### src/rtl/ppn_pkg.sv
package ppn_pkg;

    localparam int BYTE_W = 8;
    localparam int NIB_W  = 4;

    // command codes held in data bits 7..5
    localparam logic [2:0] OP_END   = 3'b111;
    localparam logic [2:0] OP_WADDR = 3'b010;
    localparam logic [2:0] OP_RSEL  = 3'b110;
    localparam logic [2:0] OP_NIB   = 3'b000;

    typedef enum logic [1:0] {
        M_IDLE  = 2'd0,
        M_WRITE = 2'd1,
        M_READ  = 2'd2
    } mode_e;

    typedef enum logic [2:0] {
        C_END   = 3'd0,
        C_WADDR = 3'd1,
        C_RSEL  = 3'd2,
        C_NIB   = 3'd3,
        C_OTHER = 3'd4
    } cls_e;

endpackage

### src/rtl/ppn_sync.sv
module ppn_sync #(
    parameter int             W       = 8,
    parameter int             STAGES  = 2,
    parameter logic [W-1:0]   RST_VAL = '0
) (
    input  logic         clk,
    input  logic         rst_n,
    input  logic [W-1:0] d_i,
    output logic [W-1:0] q_o
);

    logic [W-1:0] stage_q [STAGES];

    for (genvar s = 0; s < STAGES; s++) begin : g_stage
        if (s == 0) begin : g_first
            always_ff @(posedge clk or negedge rst_n) begin
                if (!rst_n) stage_q[s] <= RST_VAL;
                else        stage_q[s] <= d_i;
            end
        end else begin : g_next
            always_ff @(posedge clk or negedge rst_n) begin
                if (!rst_n) stage_q[s] <= RST_VAL;
                else        stage_q[s] <= stage_q[s-1];
            end
        end
    end

    assign q_o = stage_q[STAGES-1];

endmodule

### src/rtl/ppn_decode.sv
module ppn_decode
    import ppn_pkg::*;
(
    input  logic [BYTE_W-1:0] byte_i,
    output cls_e              cls_o,
    output logic              hi_o,
    output logic [NIB_W-1:0]  fld_o
);

    always_comb begin
        unique case (byte_i[7:5])
            OP_END:   cls_o = C_END;
            OP_WADDR: cls_o = C_WADDR;
            OP_RSEL:  cls_o = C_RSEL;
            OP_NIB:   cls_o = C_NIB;
            default:  cls_o = C_OTHER;
        endcase
    end

    assign hi_o  = byte_i[4];
    assign fld_o = byte_i[3:0];

endmodule

### src/rtl/ppn_regfile.sv
module ppn_regfile
    import ppn_pkg::*;
#(
    parameter int NREGS = 12,
    parameter int AW    = 4
) (
    input  logic              clk,
    input  logic              rst_n,
    input  logic              we_i,
    input  logic [AW-1:0]     waddr_i,
    input  logic [BYTE_W-1:0] wdata_i,
    input  logic [AW-1:0]     raddr_i,
    output logic [BYTE_W-1:0] rdata_o
);

    localparam int SLOTS = 1 << AW;

    logic [BYTE_W-1:0] mem [SLOTS];

    for (genvar g = 0; g < SLOTS; g++) begin : g_slot
        if (g < NREGS) begin : g_real
            always_ff @(posedge clk or negedge rst_n) begin
                if (!rst_n)                             mem[g] <= '0;
                else if (we_i && (waddr_i == AW'(g)))   mem[g] <= wdata_i;
            end
        end else begin : g_absent
            assign mem[g] = '0;
        end
    end

    assign rdata_o = mem[raddr_i];

endmodule

### src/rtl/ppn_regif.sv
module ppn_regif
    import ppn_pkg::*;
#(
    parameter int NREGS       = 12,
    parameter int BUF_AW      = 11,
    parameter int SYNC_STAGES = 2
) (
    input  logic              clk,
    input  logic              rst_n,
    input  logic [7:0]        pp_data_i,
    output logic [3:0]        pp_stat_o,
    output logic              buf_we_o,
    output logic [BUF_AW-1:0] buf_addr_o,
    output logic [7:0]        buf_wdata_o
);

    localparam int               RA_W     = NIB_W;
    localparam logic [BYTE_W-1:0] IDLE_BYTE = {OP_END, 5'd0};

    typedef struct packed {
        mode_e             mode;
        logic [RA_W-1:0]   ra;
        logic              hi;
        logic              lo_ok;
        logic [NIB_W-1:0]  lo;
        logic [BUF_AW-1:0] ptr;
        logic              we;
        logic [BUF_AW-1:0] wa;
        logic [BYTE_W-1:0] wd;
        logic [BYTE_W-1:0] prev;
    } st_t;

    st_t st_d, st_q;

    logic [BYTE_W-1:0] sync_byte;
    logic              evt;
    cls_e              cls;
    logic              nib_hi;
    logic [NIB_W-1:0]  fld;
    logic              rf_we;
    logic [BYTE_W-1:0] rf_wdata;
    logic [BYTE_W-1:0] rf_rdata;

    ppn_sync #(
        .W       (BYTE_W),
        .STAGES  (SYNC_STAGES),
        .RST_VAL (IDLE_BYTE)
    ) sync_i (
        .clk   (clk),
        .rst_n (rst_n),
        .d_i   (pp_data_i),
        .q_o   (sync_byte)
    );

    ppn_decode dec_i (
        .byte_i (sync_byte),
        .cls_o  (cls),
        .hi_o   (nib_hi),
        .fld_o  (fld)
    );

    ppn_regfile #(
        .NREGS (NREGS),
        .AW    (RA_W)
    ) rf_i (
        .clk     (clk),
        .rst_n   (rst_n),
        .we_i    (rf_we),
        .waddr_i (st_q.ra),
        .wdata_i (rf_wdata),
        .raddr_i (st_q.ra),
        .rdata_o (rf_rdata)
    );

    assign evt = (sync_byte != st_q.prev);

    always_comb begin
        st_d     = st_q;
        st_d.we  = 1'b0;
        rf_we    = 1'b0;
        rf_wdata = {fld, st_q.lo};
        if (evt) begin
            st_d.prev = sync_byte;
            unique case (cls)
                C_END: begin
                    st_d.mode  = M_IDLE;
                    st_d.ra    = '0;
                    st_d.hi    = 1'b0;
                    st_d.lo_ok = 1'b0;
                end
                C_WADDR: begin
                    if (st_q.mode == M_IDLE) begin
                        st_d.mode  = M_WRITE;
                        st_d.ra    = fld;
                        st_d.lo_ok = 1'b0;
                    end
                end
                C_RSEL: begin
                    st_d.mode  = M_READ;
                    st_d.ra    = fld;
                    st_d.hi    = nib_hi;
                    st_d.lo_ok = 1'b0;
                end
                C_NIB: begin
                    if (st_q.mode != M_READ) begin
                        if (!nib_hi) begin
                            st_d.lo    = fld;
                            st_d.lo_ok = 1'b1;
                        end else if (st_q.lo_ok) begin
                            st_d.lo_ok = 1'b0;
                            if (st_q.mode == M_WRITE) begin
                                rf_we = 1'b1;
                            end else begin
                                st_d.we  = 1'b1;
                                st_d.wa  = st_q.ptr;
                                st_d.wd  = {fld, st_q.lo};
                                st_d.ptr = st_q.ptr + 1'b1;
                            end
                        end
                    end
                end
                default: ;
            endcase
        end
    end

    always_ff @(posedge clk or negedge rst_n) begin
        if (!rst_n) begin
            st_q      <= '0;
            st_q.mode <= M_IDLE;
            st_q.prev <= IDLE_BYTE;
        end else begin
            st_q <= st_d;
        end
    end

    always_comb begin
        if (st_q.mode == M_READ) pp_stat_o = st_q.hi ? rf_rdata[7:4] : rf_rdata[3:0];
        else                     pp_stat_o = '0;
    end

    assign buf_we_o    = st_q.we;
    assign buf_addr_o  = st_q.wa;
    assign buf_wdata_o = st_q.wd;

endmodule

### config.mk
export PLATFORM = sky130hd
export DESIGN_NAME = ppn_regif
export DESIGN_NICKNAME = d
export VERILOG_FILES = /design/src/rtl/ppn_pkg.sv /design/src/rtl/ppn_sync.sv /design/src/rtl/ppn_decode.sv /design/src/rtl/ppn_regfile.sv /design/src/rtl/ppn_regif.sv
export SDC_FILE = /design/constraint.sdc
export NUM_CORES = 1
export LEC_CHECK = 0
export ABC_AREA = 1
export BUFFER_PORTS_ARGS = -buffer_cell sky130_fd_sc_hd__buf_2
export CORE_UTILIZATION = 45
export DETAILED_ROUTE_END_ITERATION = 16
export GPL_ROUTABILITY_DRIVEN = 0
export GPL_TIMING_DRIVEN = 0
export PLACE_DENSITY_LB_ADDON = 0.25
export SLEW_MARGIN = 30
export SYNTH_ARGS = -nofsm -noshare
export SYNTH_HDL_FRONTEND = slang
export SYNTH_SLANG_ARGS = --single-unit
### constraint.sdc
create_clock -name clk -period 4.4 [get_ports clk]
set_clock_uncertainty 0.2 [all_clocks]
set_input_delay 0.88 -clock clk [delete_from_list [all_inputs] [get_ports clk]]
set_output_delay 0.88 -clock clk [all_outputs]
set_load 0.01 [all_outputs]
==> qor.yml <==
cts:
  cts_resized: 0
  cts_buffers: 17
  htree_levels: 4
  postCtsSetupBuffers: 0
  cts.clk_slew.worst_paths_ns: 0.07
  hold_buffers: 0
  cts_tree: "built"
  clock_latency_ns: 0.43
  cts_sinks: 163
  root_buffer: "clkbuf_16"
  clockBufferDepth: 2
hold_path:
  whs_path_depth: 0
  hp-class: "reg -> reg"
  whs_endpoint: "sync_i.q_o[1]"
  hp-start: "sync_i.stage_q[9]"
setup_path:
  critPathMaxFanout: 10
  rrSetupSlack_ns: 1.91
  cp_slowest_stage_delay_ns: 0.45
  worst-setup-path-type: "reg -> out"
  crit_buf_inv: 4
  crit_slowest_cell: "clkbuf_1"
  rr_endpoint: "rf_i.mem[94]"
  reg2reg_depth: 7
  crit_cells: 10
  cp_cell_sequence: "buf_2, buf_2, clkbuf_1, nand2_1, a21oi_1, o21ai_0, nand2_1, nor2_1, nor2_1, buf_2"
  worstSetupEndpointType: "output pin"
  required_ns: 3.32
  worst_path_most_repeated_cell: "buf_2"
  crit_arrival_ns: 2.55
  rr_startpoint: "st_q[46]"
  critPathLaunchType: "flop"
  crit_family: "buffers and inverters"
timing:
  relSlewSlack_pct: 37.25
  worst_pin_slew_ns: 0.9413
  hold_slack_ns: 0.1491
  finalSetupTns_ns: 0
  min_period_over_period_pct: 82.56
  period_needed_ns: 3.633
  rsz0062_at_grt: "no"
  finalMaxSlewViolations: 0
  hold_viol: 0
  fmax_mhz: 275.3
  final-setup-viol-count: 0
  setup_ws_ns: 0.7672
die:
  std_cell_rows: 47
  dieArea_um2: 18000
  core_um2: 16820
  start_util_pct: 46.73
  ioPinCount: 34
  fp.dieH_um: 134.2
  die_w_um: 134.2
final_layout:
  fin_util_pct: 53.26
  final_common_cell: "nand2_1"
  layout_common_cells: "488 x nand2_1, 154 x dfrtp_1, 105 x nand4_1, 60 x buf_2, 36 x o21ai_0"
  drive_gt1_share_pct: 14.54
  stdcell_count: 1279
  area_growth_syn_to_layout_pct: 13.98
  num_antenna_cells: 0
  finalInstanceArea_um2: 8957
  layout.nets: 1057
  num-fill-cells: 1620
detailed_routing:
  drt-wirelength-per-cell_um: 16.98
  drtIter0Drc: 590
  ant_nets: 0
  avgViaCountPerCell: 5.342
  vias: 6833
  drcViolationCount: 0
  drt_pre_antenna_iters: 5
  routed_wl_um: 21720
synth:
  seq_area_frac_synth_pct: 52.05
  syn-instance-count: 992
  synth_area_um2: 7859
  synth_cell_type_count: 24
  syn_nets: 1003
  synth_top_area_cell: "dfrtp_1"
  syn_area_per_cell_um2: 7.922
  synth_top_cell_area_share_pct: 49.04
  ys_ff_latch: 163
  ys.warnings.count: 0
  synth_area_leaders: "dfrtp_1 49%, nand2_1 23%, nand4_1 8.4%, dfstp_2 3.0%, o21ai_0 2.3%"
grt:
  grt_pass1_wl_um: 34500
  grt_max_degree: 85
  antenna_found_initial: 0
  grt_pass1_vias: 6343
  grt_use_total_pct: 25.32
  gr-total-overflow: 0
pwr:
  p_leak_nw: 4.745
  peakVddDrop_v: 0.0002781
  power_mw: 3.365
  power_density_nw_per_um2: 375.7
placement:
  place_ws_ns: 1.296
  io_buffers: 33
  dpl.hpwl_um: 14540
  dpl.cell_count: 1247
  postPlaceCellArea_um2: 8364
job:
  maxCapViolations: 0
outcome:
  outcome: "completed"
## cells in the mapped netlist
| library cell | number |
|---|---|
| buf_6 | 1 |
| nand2_2 | 1 |
| dfstp_2 | 9 |
| buf_1 | 1 |
| or2_2 | 1 |
| nor2_4 | 1 |
| inv_1 | 34 |
| nor3_1 | 4 |
| xnor2_1 | 9 |
| xor2_1 | 7 |
| nor2_1 | 19 |
| nor2_2 | 17 |
| nand2_1 | 488 |
| nand3_1 | 14 |
| a21oi_1 | 4 |
| buf_4 | 21 |
| nand3_2 | 7 |
| clkbuf_1 | 29 |
| nand4_1 | 105 |
| ha_1 | 1 |
| nor3_4 | 1 |
| dfrtp_1 | 154 |
| buf_2 | 28 |
| o21ai_0 | 36 |
## final cells by class
type	count	area, um^2	area share, %
timing repair buffer	35	230.2	2.570
clock inverter	13	140.1	1.564
clock buffer	19	452.9	5.057
buffer	80	421.7	4.707
tap	220	275.3	3.073
multi-input combinational	715	3219	35.94
inverter	34	127.6	1.425
sequential	163	4090	45.66
## flip-flops by register name (all words and copies together) (netlist names)
name,cells
rf_i.mem,96
st_q,27
buf_addr_o,11
buf_wdata_o,8
sync_i.q_o,8
sync_i.stage_q,8
rf_wdata,4
buf_we_o,1
## cells by family after synthesis
group	Yosys count	share of synthesized area [%]
compound gates	40	2.547
simple gates	658	36.48
flops	163	52.05
buf+inv	114	6.989
xor+xnor	16	1.783
fa+ha+maj	1	0.1592
## worst register-to-register path, stage by stage (launching register included)
cell and delay [ns]:
dfrtp_1 0.40, buf_6 0.16, nor2_2 0.38, inv_1 0.22
nor2_2 0.45, nand3_1 0.37, nand2_1 0.15, nand2_1 0.05
## layer usage
layer	vias to the layer above	routed length (um)	GRT usage, %	share of wire (%)
li1	3285	-	-	-
met1	3215	9880	36.03	45
met2	278	9665	37.39	45
met3	55	1575	5.593	7.3
met4	0	595	10.30	2.7
met5	-	0	0	0
## where the power goes
part	switching [mW]	leakage, nW	internal [mW]
Clock	0.664	0.290	0.828
Combinational	0.219	2.26	0.0703
Sequential	0.0431	2.20	1.54
## worst max path at each step
stage | start | to | slack (ns)
finish | st_q[45] | pp_stat_o[3] | 0.77
global route | st_q[45] | pp_stat_o[2] | 0.60
CTS | st_q[45] | pp_stat_o[3] | 0.83
detailed placement | st_q[45] | pp_stat_o[3] | 1.30
global placement | rst_n | sync_i.stage_q[12] | -0.27
floorplan | st_q[45] | pp_stat_o[2] | 1.83
(Power assumes the default switching activity.)
